`src/rtl/window_watchdog.sv`:
```
module window_watchdog #(
  parameter int TICK_BASE = 4096,
  parameter int CNT_W     = 7,
  parameter int PSC_W     = 2
) (
  input  logic                     clk,
  input  logic                     rst_n,
  input  logic                     wr_en,
  input  logic [1:0]               addr,
  input  logic [CNT_W+PSC_W:0]     wdata,
  output logic [CNT_W+PSC_W:0]     rdata,
  output logic                     rst_req,
  output logic                     ew_irq
);
  localparam int REG_W = CNT_W + PSC_W + 1;
  localparam int PRE_W = $clog2(TICK_BASE) + (1 << PSC_W);
  localparam logic [CNT_W-1:0] THRESH = CNT_W'(1) << (CNT_W - 1);
  localparam logic [CNT_W-1:0] EARLY  = THRESH + CNT_W'(1);

  logic             en, ie, flag, rst_q;
  logic [CNT_W-1:0] cnt, win;
  logic [PSC_W-1:0] psc;
  logic [PRE_W-1:0] pre, period_m1;

  wire wr_ctrl = wr_en && (addr == 2'd0);
  wire wr_cfg  = wr_en && (addr == 2'd1);
  wire wr_stat = wr_en && (addr == 2'd2);

  assign period_m1 = (PRE_W'(TICK_BASE) << psc) - PRE_W'(1);
  wire tick = en && (pre >= period_m1);

  always_ff @(posedge clk or negedge rst_n) begin
    if (!rst_n) begin
      en    <= 1'b0;
      cnt   <= '1;
      win   <= '1;
      psc   <= '0;
      ie    <= 1'b0;
      flag  <= 1'b0;
      rst_q <= 1'b0;
      pre   <= '0;
    end else begin
      rst_q <= 1'b0;
      if (wr_ctrl) begin
        cnt <= wdata[CNT_W-1:0];
        pre <= '0;
        if (wdata[CNT_W]) en <= 1'b1;
        if (en && (cnt > win)) rst_q <= 1'b1;
      end else if (en) begin
        pre <= tick ? '0 : pre + PRE_W'(1);
        if (tick) begin
          cnt <= cnt - CNT_W'(1);
          if (cnt == THRESH) rst_q <= 1'b1;
          if (cnt == EARLY)  flag  <= 1'b1;
        end
      end
      if (wr_cfg) begin
        win <= wdata[CNT_W-1:0];
        psc <= wdata[CNT_W+PSC_W-1:CNT_W];
        ie  <= wdata[CNT_W+PSC_W];
      end
      if (wr_stat && !wdata[0]) flag <= 1'b0;
    end
  end

  always_comb begin
    case (addr)
      2'd0:    rdata = REG_W'({en, cnt});
      2'd1:    rdata = {ie, psc, win};
      2'd2:    rdata = REG_W'(flag);
      default: rdata = '0;
    endcase
  end

  assign rst_req = rst_q;
  assign ew_irq  = flag & ie;

  AST_EN_STICKY: assert property (@(posedge clk) disable iff (!rst_n)
    en |=> en);
  AST_HOLD_STOPPED: assert property (@(posedge clk) disable iff (!rst_n)
    (!en && !wr_ctrl) |=> $stable(cnt));
  AST_UNDERFLOW_RST: assert property (@(posedge clk) disable iff (!rst_n)
    ($fell(cnt[CNT_W-1]) && !$past(wr_ctrl)) |-> rst_req);
  AST_RST_ONLY_RUNNING: assert property (@(posedge clk) disable iff (!rst_n)
    rst_req |-> $past(en));
  AST_FLAG_AT_THRESH: assert property (@(posedge clk) disable iff (!rst_n)
    $rose(flag) |-> (cnt == THRESH));
endmodule

```
`config.mk`:
```
export PLATFORM = sky130hd
export DESIGN_NAME = window_watchdog
export DESIGN_NICKNAME = d
export VERILOG_FILES = /design/src/rtl/window_watchdog.sv
export SDC_FILE = /design/constraint.sdc
export NUM_CORES = 1
export LEC_CHECK = 0
export ABC_CLOCK_PERIOD_IN_PS = 2700
export CAP_MARGIN = 5
export CORE_MARGIN = 2
export CORE_UTILIZATION = 40
export DETAILED_ROUTE_END_ITERATION = 10
export DONT_BUFFER_PORTS = 1
export PLACE_DENSITY = 0.52
export SLEW_MARGIN = 10
export SYNTH_ARGS = -nofsm -noshare
export SYNTH_HDL_FRONTEND = slang
export SYNTH_SLANG_ARGS = --single-unit
export TNS_END_PERCENT = 5
```
`constraint.sdc`:
```
create_clock -name clk -period 2.7 [get_ports clk]
set_clock_uncertainty 0.2 [all_clocks]
set_input_delay 0.27 -clock clk [delete_from_list [all_inputs] [get_ports clk]]
set_output_delay 0.27 -clock clk [all_outputs]
set_load 0.02 [all_outputs]
```
* Word level (Yosys, flattened, before mapping)
Cells that the tools add are included.
Storage, ports and cells: bits in registers 36, input port bits 15, logic and storage cells 53
Operators by class: $add $sub $neg 3, $lt $le $gt $ge 2, equality and inequality tests 5, shift-type cells 1, mux-type cells 17, bitwise operators 1, reduce and logical (&&, ||, !) cells 16
Operators with widths (number):
- $mux W16 | 3
- $pmux W10 S3 | 1
- $mux W7 | 3
- $add A16 B1 Y16 const B | 1
- $ge A16 B16 Y1 | 1
- $shl A13 B2 Y16 const A | 1
- $sub A16 B2 Y16 const B | 1
- $eq A7 B7 Y1 const B | 2
- $mux W1 | 10
- $reduce_bool A2 Y1 | 5
- $gt A7 B7 Y1 | 1
- $sub A7 B1 Y7 const B | 1
- $logic_and A1 B1 Y1 | 6
- $reduce_and A2 Y1 | 2
- $reduce_and A4 Y1 | 1
- $eq A2 B1 Y1 const B | 1
- $eq A2 B2 Y1 const B | 1
- $logic_not A2 Y1 | 1
- $ne A2 B1 Y1 const B | 1
- $and A1 B1 Y1 | 1
- $logic_not A1 Y1 | 1

* Depth between registers and ports, before layout
Gate-level depths: netlist of the first run.
depth in word-level cells 8, mapped depth 8

* Worst setup path before layout of the first run
No wires, ideal clock.
path kind reg2reg, from register psc[1], to register cnt[3], setup time 0.077 ns, data arrival time 1.752 ns, data required time 2.423 ns, slack 0.671 ns, stages on the path, launching flop included 8, buffers on the path 0, period minus slack after synthesis 2.029 ns, path through dfrtp_1 nand2_1 ha_1 nand2_1 o21ai_1 a21oi_2 or4b_1 a31oi_1
Between the ends: longest elaborated chain between the ends 6
Ends and longest elaborated chain:
- start, declared | RTL line 22 | logic [PSC_W-1:0] psc;
- start signal, assigned | RTL line 59 | psc <= wdata[CNT_W+PSC_W-1:CNT_W];
- $shl A13 B2 Y16 | RTL line 29 | assign period_m1 = (PRE_W'(TICK_BASE) << psc) - PRE_W'(1);
- $sub A16 B2 Y16 | RTL line 29
- $ge A16 B16 Y1 | RTL line 30 | wire tick = en && (pre >= period_m1);
- $logic_and A1 B1 Y1 | RTL line 30
- $reduce_bool A2 Y1 (no line)
- $reduce_and A2 Y1 (no line)
- end signal, assigned | RTL line 45 | cnt <= wdata[CNT_W-1:0];
- end signal, assigned | RTL line 52 | cnt <= cnt - CNT_W'(1);
- end, declared | RTL line 21 | logic [CNT_W-1:0] cnt, win;
Every way passes these cells. A chain may end at the register's enable or synchronous reset.

* Final worst setup path of the first run
from register pre[13], to register pre[4]
Between the ends: longest elaborated chain between the ends 5
Ends and longest elaborated chain:
- start, declared | RTL line 23 | logic [PRE_W-1:0] pre, period_m1;
- start signal, assigned | RTL line 50 | pre <= tick ? '0 : pre + PRE_W'(1);
- $ge A16 B16 Y1 | RTL line 30
- $logic_and A1 B1 Y1 | RTL line 30
- $mux W16 | RTL line 50
- $mux W16 | RTL line 49 | end else if (en) begin
- $mux W16 | RTL line 44 | if (wr_ctrl) begin
Every way passes these cells. The select of a mux whose other input is x is not followed.

==> impl_metrics.env, run 1 <==
export IMPL_htreeDepth=2
export IMPL_synth_edf_count=0
export IMPL_antenna_found_initial=0
export IMPL_die_w_um=79.9
export IMPL_nNetsFinal=289
export IMPL_synth_top_area_cell="dfrtp_1"
export IMPL_netlist_top_cells_area="dfrtp_1 24%, dfstp_2 16%, ha_1 7.6%"
export IMPL_via_per_inst=5.59
export IMPL_min_path_cells=2
export IMPL_synth_top_area_share=0.239
export IMPL_final_cells=333
export IMPL_start_util=0.416
export IMPL_synthToLayoutAreaGrowth_pct=12.6
export IMPL_start_kind="register"
export IMPL_core_area_mm2=0.00554
export IMPL_reg2reg_slack_ns=0.28
export IMPL_p_leak_uw=0.00113
export IMPL_postCtsHoldBufs=13
export IMPL_routedWlPerCell_um=16.1
export IMPL_wl_mm=5.35
export IMPL_row_count=27
export IMPL_grt_max_degree=37
export IMPL_endpoint_kind="register"
export IMPL_n_antenna_cell=0
export IMPL_fin_setup_tns_ns=0
export IMPL_pin_count=27
export IMPL_rsz0062_at_grt="false"
export IMPL_mappedNetlistArea_mm2=0.00231
export IMPL_max_freq_mhz=414
export IMPL_drt_iter0_markers=61
export IMPL_outcome="finished clean"
export IMPL_ys_seq_area_frac=0.398
export IMPL_ir_drop_uv=256
export IMPL_drive_gt1_frac=0.161
export IMPL_cts_buffers=5
export IMPL_gp_congestion=0.786
export IMPL_numClockSinks=36
export IMPL_ys_warn_count=0
export IMPL_ys_ff_latch=36
export IMPL_ys_flop_type="dfrtp_1"
export IMPL_relSlewSlack=0.503
export IMPL_crit_path_max_fanout=17
export IMPL_period_share=0.895
export IMPL_port_buffers=0
export IMPL_grt_util_all_layers=0.185
export IMPL_hold_path_class="input port to register"
export IMPL_utilization=0.469
export IMPL_cts_repair_resized=0
export IMPL_overflow=0
export IMPL_dp_hpwl_mm=3.70
export IMPL_crit_arrival_ns=2.39
export IMPL_r2r_end="pre[4]"
export IMPL_synthArstFlopShare=1.00
export IMPL_hold_end="flag"
export IMPL_avgSynthCellArea_um2=9.34
export IMPL_critPathKind="register to register"
export IMPL_final_cell_mix="28 x nor2_1, 22 x dfrtp_1, 21 x nand2_1"
export IMPL_cts_setup_buffers=0
export IMPL_maxCapViolCount=0
export IMPL_r2r_cells=6
export IMPL_final_common_cell="nor2_1"
export IMPL_insertion_delay_ns=0.29
export IMPL_register_area_um2=918
export IMPL_num_fill_cells=557
export IMPL_syn_inst=247
export IMPL_min_from="addr[1]"
export IMPL_period_needed_ns=2.42
export IMPL_finalHoldViolCount=0
export IMPL_setup_viol=0
export IMPL_grt_pass1_wl_mm=9.10
export IMPL_drcViolationCount=0
export IMPL_synth_nets=276
export IMPL_drt_pass1_iterations=4
export IMPL_power_density_mw_per_mm2=560
export IMPL_dieArea_mm2=0.00639
export IMPL_cts_root_buf="clkbuf_8"
export IMPL_dp_cells=312
export IMPL_tightest_slew_ns=0.746
export IMPL_ant_nets=0
export IMPL_drv_slew=0
export IMPL_synthDistinctLibCells=51
export IMPL_clock_path_buffers=2
export IMPL_multiInputGateArea_mm2=0.00130
export IMPL_grt_pass1_vias=1848
export IMPL_clkTransAtPathRegs_ns=0.08
export IMPL_via_count=1860
export IMPL_r2r_start="pre[13]"
export IMPL_finalPower_uw=1450
export IMPL_cts_tree="done"
export IMPL_required_ns=2.68
export IMPL_die_h_um=79.9
## cells by family after synthesis
family                   after synthesis  synth area share
AND/OR/NAND/NOR                      103             0.242
AO/OA/AOI/OAI                         45             0.125
flip-flops                            36             0.398
multiplexers                          21            0.0966
buffers and inverters                 21            0.0374
adder cells (fa/ha/maj)               14            0.0760
XOR/XNOR                               6            0.0228
other                                  1           0.00163
## worst max-delay path, stage by stage, from the launching register on
cell	delay [ns]
dfrtp_1	0.44
ha_1	0.33
a21oi_1	0.14
o21ai_1	0.16
a21oi_2	0.60
nand2_1	0.17
o41ai_1	0.26
## layout make-up
class / instances / area share
multi-input cells: 190 / 0.501
flip-flops and latches: 36 / 0.354
repair buffers: 15 / 0.0597
well taps: 72 / 0.0347
clock buffers: 5 / 0.0265
inverters: 12 / 0.0173
clock inverters: 3 / 0.00723
## synthesized netlist by cell type, types with 7 or more instances
cell type  number
o21ai_0        13
nor2_1         28
mux2_2         10
a21oi_1         9
ha_1           14
mux2i_1        11
nor3_1          7
nand3_1        11
dfrtp_1        22
inv_1          12
nand2_1        21
dfstp_2        14
## metrics by stage
step	cell area, um2	hold slack [ns]	worst slack, ns
floorplan	2310	-0.226	0.671
global placement	2370	-0.224	0.351
detailed placement	2370	-0.224	0.297
CTS	2600	0.00560	0.278
global route	2600	0.0208	0.0293
finish	2600	0.0149	0.283
## power breakdown
part / leakage [uW] / internal (uW) / switching, uW / total [uW]
logic: 0.000649 / 160 / 168 / 328
clock network: 0.0000479 / 180 / 212 / 392
registers: 0.000436 / 643 / 90.3 / 733
total: 0.00113 / 983 / 471 / 1450
## layer usage
layer  track usage  vias to the layer above  routed length [um]
li1              -                      921                   -
met1         0.239                      903                2510
met2         0.306                       29                2600
met3        0.0419                        7                 162
met4        0.0593                        0                  89
met5             0                        -                   0
## worst max path at each step
stage                     startpoint       to  slack, ns  cells past startpoint
after detailed placement      psc[1]  pre[15]       0.30                      7
after floorplan               psc[1]   cnt[3]       0.67                      7
after CTS                     psc[1]   pre[4]       0.28                      7
after global placement        psc[1]   cnt[3]       0.35                      7
final                        pre[13]   pre[4]       0.28                      6
after global routing          psc[1]  pre[15]       0.03                      7
## sequential cells by signal, indices dropped and copies added, names as in the netlist
signal / cells
pre: 16
cnt: 7
win: 7
psc: 2
en: 1
flag: 1
ie: 1
rst_req: 1
Power figures use the tool's default switching activity.
==> run 2, diff against run 1 <==
--- a/config.mk
+++ b/config.mk
@@ -9,6 +9,7 @@
 export CAP_MARGIN = 5
 export CORE_MARGIN = 2
 export CORE_UTILIZATION = 40
+export CTS_CLUSTER_DIAMETER = 120
 export DETAILED_ROUTE_END_ITERATION = 10
 export DONT_BUFFER_PORTS = 1
 export PLACE_DENSITY = 0.52
==> results of run 2 <==
The final DEF is identical to that of run 1; final timing and power are the same.
==> run 3, diff against run 2 <==
--- a/config.mk
+++ b/config.mk
@@ -8,11 +8,11 @@
 export ABC_CLOCK_PERIOD_IN_PS = 2700
 export CAP_MARGIN = 5
 export CORE_MARGIN = 2
-export CORE_UTILIZATION = 40
+export CORE_UTILIZATION = 47
 export CTS_CLUSTER_DIAMETER = 120
 export DETAILED_ROUTE_END_ITERATION = 10
 export DONT_BUFFER_PORTS = 1
-export PLACE_DENSITY = 0.52
+export PLACE_DENSITY = 0.6
 export SLEW_MARGIN = 10
 export SYNTH_ARGS = -nofsm -noshare
 export SYNTH_HDL_FRONTEND = slang
==> run 3 against run 2 <==
Via count up 0.81%; first-iteration DRC count rose to 2.6 times the previous value; hold slack better by 0.0026 ns; wire length down 2.2%; cell area about the same; power down 0.22%; sequential power about the same; count of clock-buffer cells in the layout unchanged; sequential share of layout area about the same.
==> impl_metrics.env, run 3 (synthesis results as in run 1) <==
export IMPL_outcome="finished clean"
export IMPL_cts_tree="done"
export IMPL_insertion_delay_ns=0.30
export IMPL_gp_congestion=0.788
export IMPL_hold_path_class="input port to register"
export IMPL_drt_pass1_iterations=4
export IMPL_period_needed_ns=2.35
export IMPL_drt_iter0_markers=157
export IMPL_path_cells="nand2_1 > ha_1 > nand2_1 > o21ai_1 > a21oi_4 > or4b_1 > a31oi_1"
export IMPL_power_density_mw_per_mm2=558
export IMPL_reg_largest_list="pre: 16 flops, cnt: 7 flops, win: 7 flops"
export IMPL_drcViolationCount=0
export IMPL_start_util=0.488
export IMPL_crit_path_max_fanout=17
export IMPL_cts_setup_buffers=0
export IMPL_dieArea_mm2=0.00548
export IMPL_cts_root_buf="clkbuf_8"
export IMPL_grt_pass1_wl_mm=8.52
export IMPL_p_comb_frac=0.224
export IMPL_antenna_found_initial=0
export IMPL_stdcell_area_mm2=0.00260
export IMPL_final_common_cell="nor2_1"
export IMPL_tightest_slew_ns=0.630
export IMPL_crit_top_cell="nand2_1"
export IMPL_cts_buffers=5
export IMPL_clock_path_buffers=2
export IMPL_grt_max_degree=37
export IMPL_endpoint_kind="register"
export IMPL_htreeDepth=2
export IMPL_port_buffers=0
export IMPL_seqPwrFrac=0.507
export IMPL_crit_slowest_cell="or4b_1"
export IMPL_die_h_um=74.0
export IMPL_wl_mm=5.24
export IMPL_synthToLayoutAreaGrowth_pct=12.7
export IMPL_crit_family="compound AO/OA/AOI/OAI gates"
export IMPL_largest_register_ffs=16
export IMPL_crit_arrival_ns=2.38
export IMPL_finalHoldViolCount=0
export IMPL_net_switching_power_uw=469
export IMPL_rsz0062_at_grt="false"
export IMPL_required_ns=2.73
export IMPL_drv_slew=0
export IMPL_ant_nets=0
export IMPL_setup_viol=0
export IMPL_overflow=0
export IMPL_die_w_um=74.0
export IMPL_numClockSinks=36
export IMPL_maxCapViolCount=0
export IMPL_pin_count=27
export IMPL_clkPwrFrac=0.268
export IMPL_intPower_uw=982
export IMPL_dp_hpwl_mm=3.57
export IMPL_nNetsFinal=289
export IMPL_finalPower_uw=1450
export IMPL_via_count=1875
export IMPL_routedWlPerCell_um=16.0
export IMPL_clkTransAtPathRegs_ns=0.08
export IMPL_grt_pass1_vias=1743
export IMPL_p_leak_uw=0.00113
export IMPL_post_dp_cell_area_mm2=0.00236
export IMPL_ir_drop_uv=195
export IMPL_row_count=25
export IMPL_fin_setup_tns_ns=0
export IMPL_core_area_mm2=0.00472
export IMPL_drive_gt1_frac=0.161
export IMPL_period_share=0.869
export IMPL_start_kind="register"
export IMPL_relSlewSlack=0.576
export IMPL_grt_util_all_layers=0.207
export IMPL_critPathKind="register to register"
export IMPL_reg2reg_slack_ns=0.35
export IMPL_final_cell_mix="28 x nor2_1, 22 x dfrtp_1, 21 x nand2_1"
export IMPL_n_antenna_cell=0
export IMPL_max_freq_mhz=426
export IMPL_via_per_inst=5.72
export IMPL_top_register="pre"
export IMPL_max_stage_delay_ns=0.50
export IMPL_swShare=0.323
export IMPL_critPathBufInv=0
[run 3: cell types whose count changed in the layout (fill, tap and decap cells not counted)]
| cell | delta |
|---|---|
| a21oi_4 | +1 |
| a21oi_2 | -1 |
[run 3: area by class of cell]
cell class | count | area, um2
fillers | 431 | 2120
clock inverters | 3 | 18.8
inverters | 12 | 45.0
well taps | 67 | 83.8
repair buffers | 15 | 155
flip-flops and latches | 36 | 918
multi-input cells | 190 | 1310
clock buffers | 5 | 68.8
[run 3: what timing repair did]
| action | CTS | global route |
|---|---|---|
| resized for setup | 0 | 1 |
| hold buffers | 13 | 0 |
| endpoints found under the hold margin | 54 | 0 |
| setup endpoints to repair | 0 | 1 |
[run 3: metal layers]
metal,vias up,GRT usage,share of wire
li1,919,-,-
met4,0,0.0667,0.014
met1,915,0.276,0.47
met5,-,0,0
met3,6,0.0447,0.031
met2,35,0.337,0.49
[run 3: power by group through the flow]
| stage | sequential, uW | clock, uW | combinational, uW |
|---|---|---|---|
| 6_report | 736 | 389 | 326 |
| 5_1_grt | 753 | 428 | 374 |
| 3_5_place_dp | 744 | 0 | 297 |
| 4_1_cts | 735 | 405 | 330 |
| 3_3_place_gp | 743 | 0 | 293 |
| 2_1_floorplan | 715 | 0 | 256 |
[run 3: final timing paths]
path                            startpoint      to  cells past startpoint
worst max-delay path                psc[1]  cnt[3]                      7
worst min-delay path               addr[1]  pre[6]                      2
worst max register to register      psc[1]  cnt[3]                      7
worst min register to register          ie      ie                      1
max in group asynchronous            rst_n  cnt[0]                      2
min in group asynchronous            rst_n  pre[9]                      2
[run 3: through the flow]
| step | util | cells | setup slack (ns) | hold slack [ns] |
|---|---|---|---|---|
| 2_1_floorplan | - | 247 | 0.671 | -0.226 |
| 3_3_place_gp | 0.500 | 307 | 0.367 | -0.224 |
| 3_5_place_dp | 0.500 | 307 | 0.332 | -0.224 |
| 4_1_cts | 0.549 | 328 | 0.320 | 0.00645 |
| 5_1_grt | 0.550 | 328 | 0.111 | 0.00359 |
| 6_report | 0.550 | 328 | 0.353 | 0.0175 |
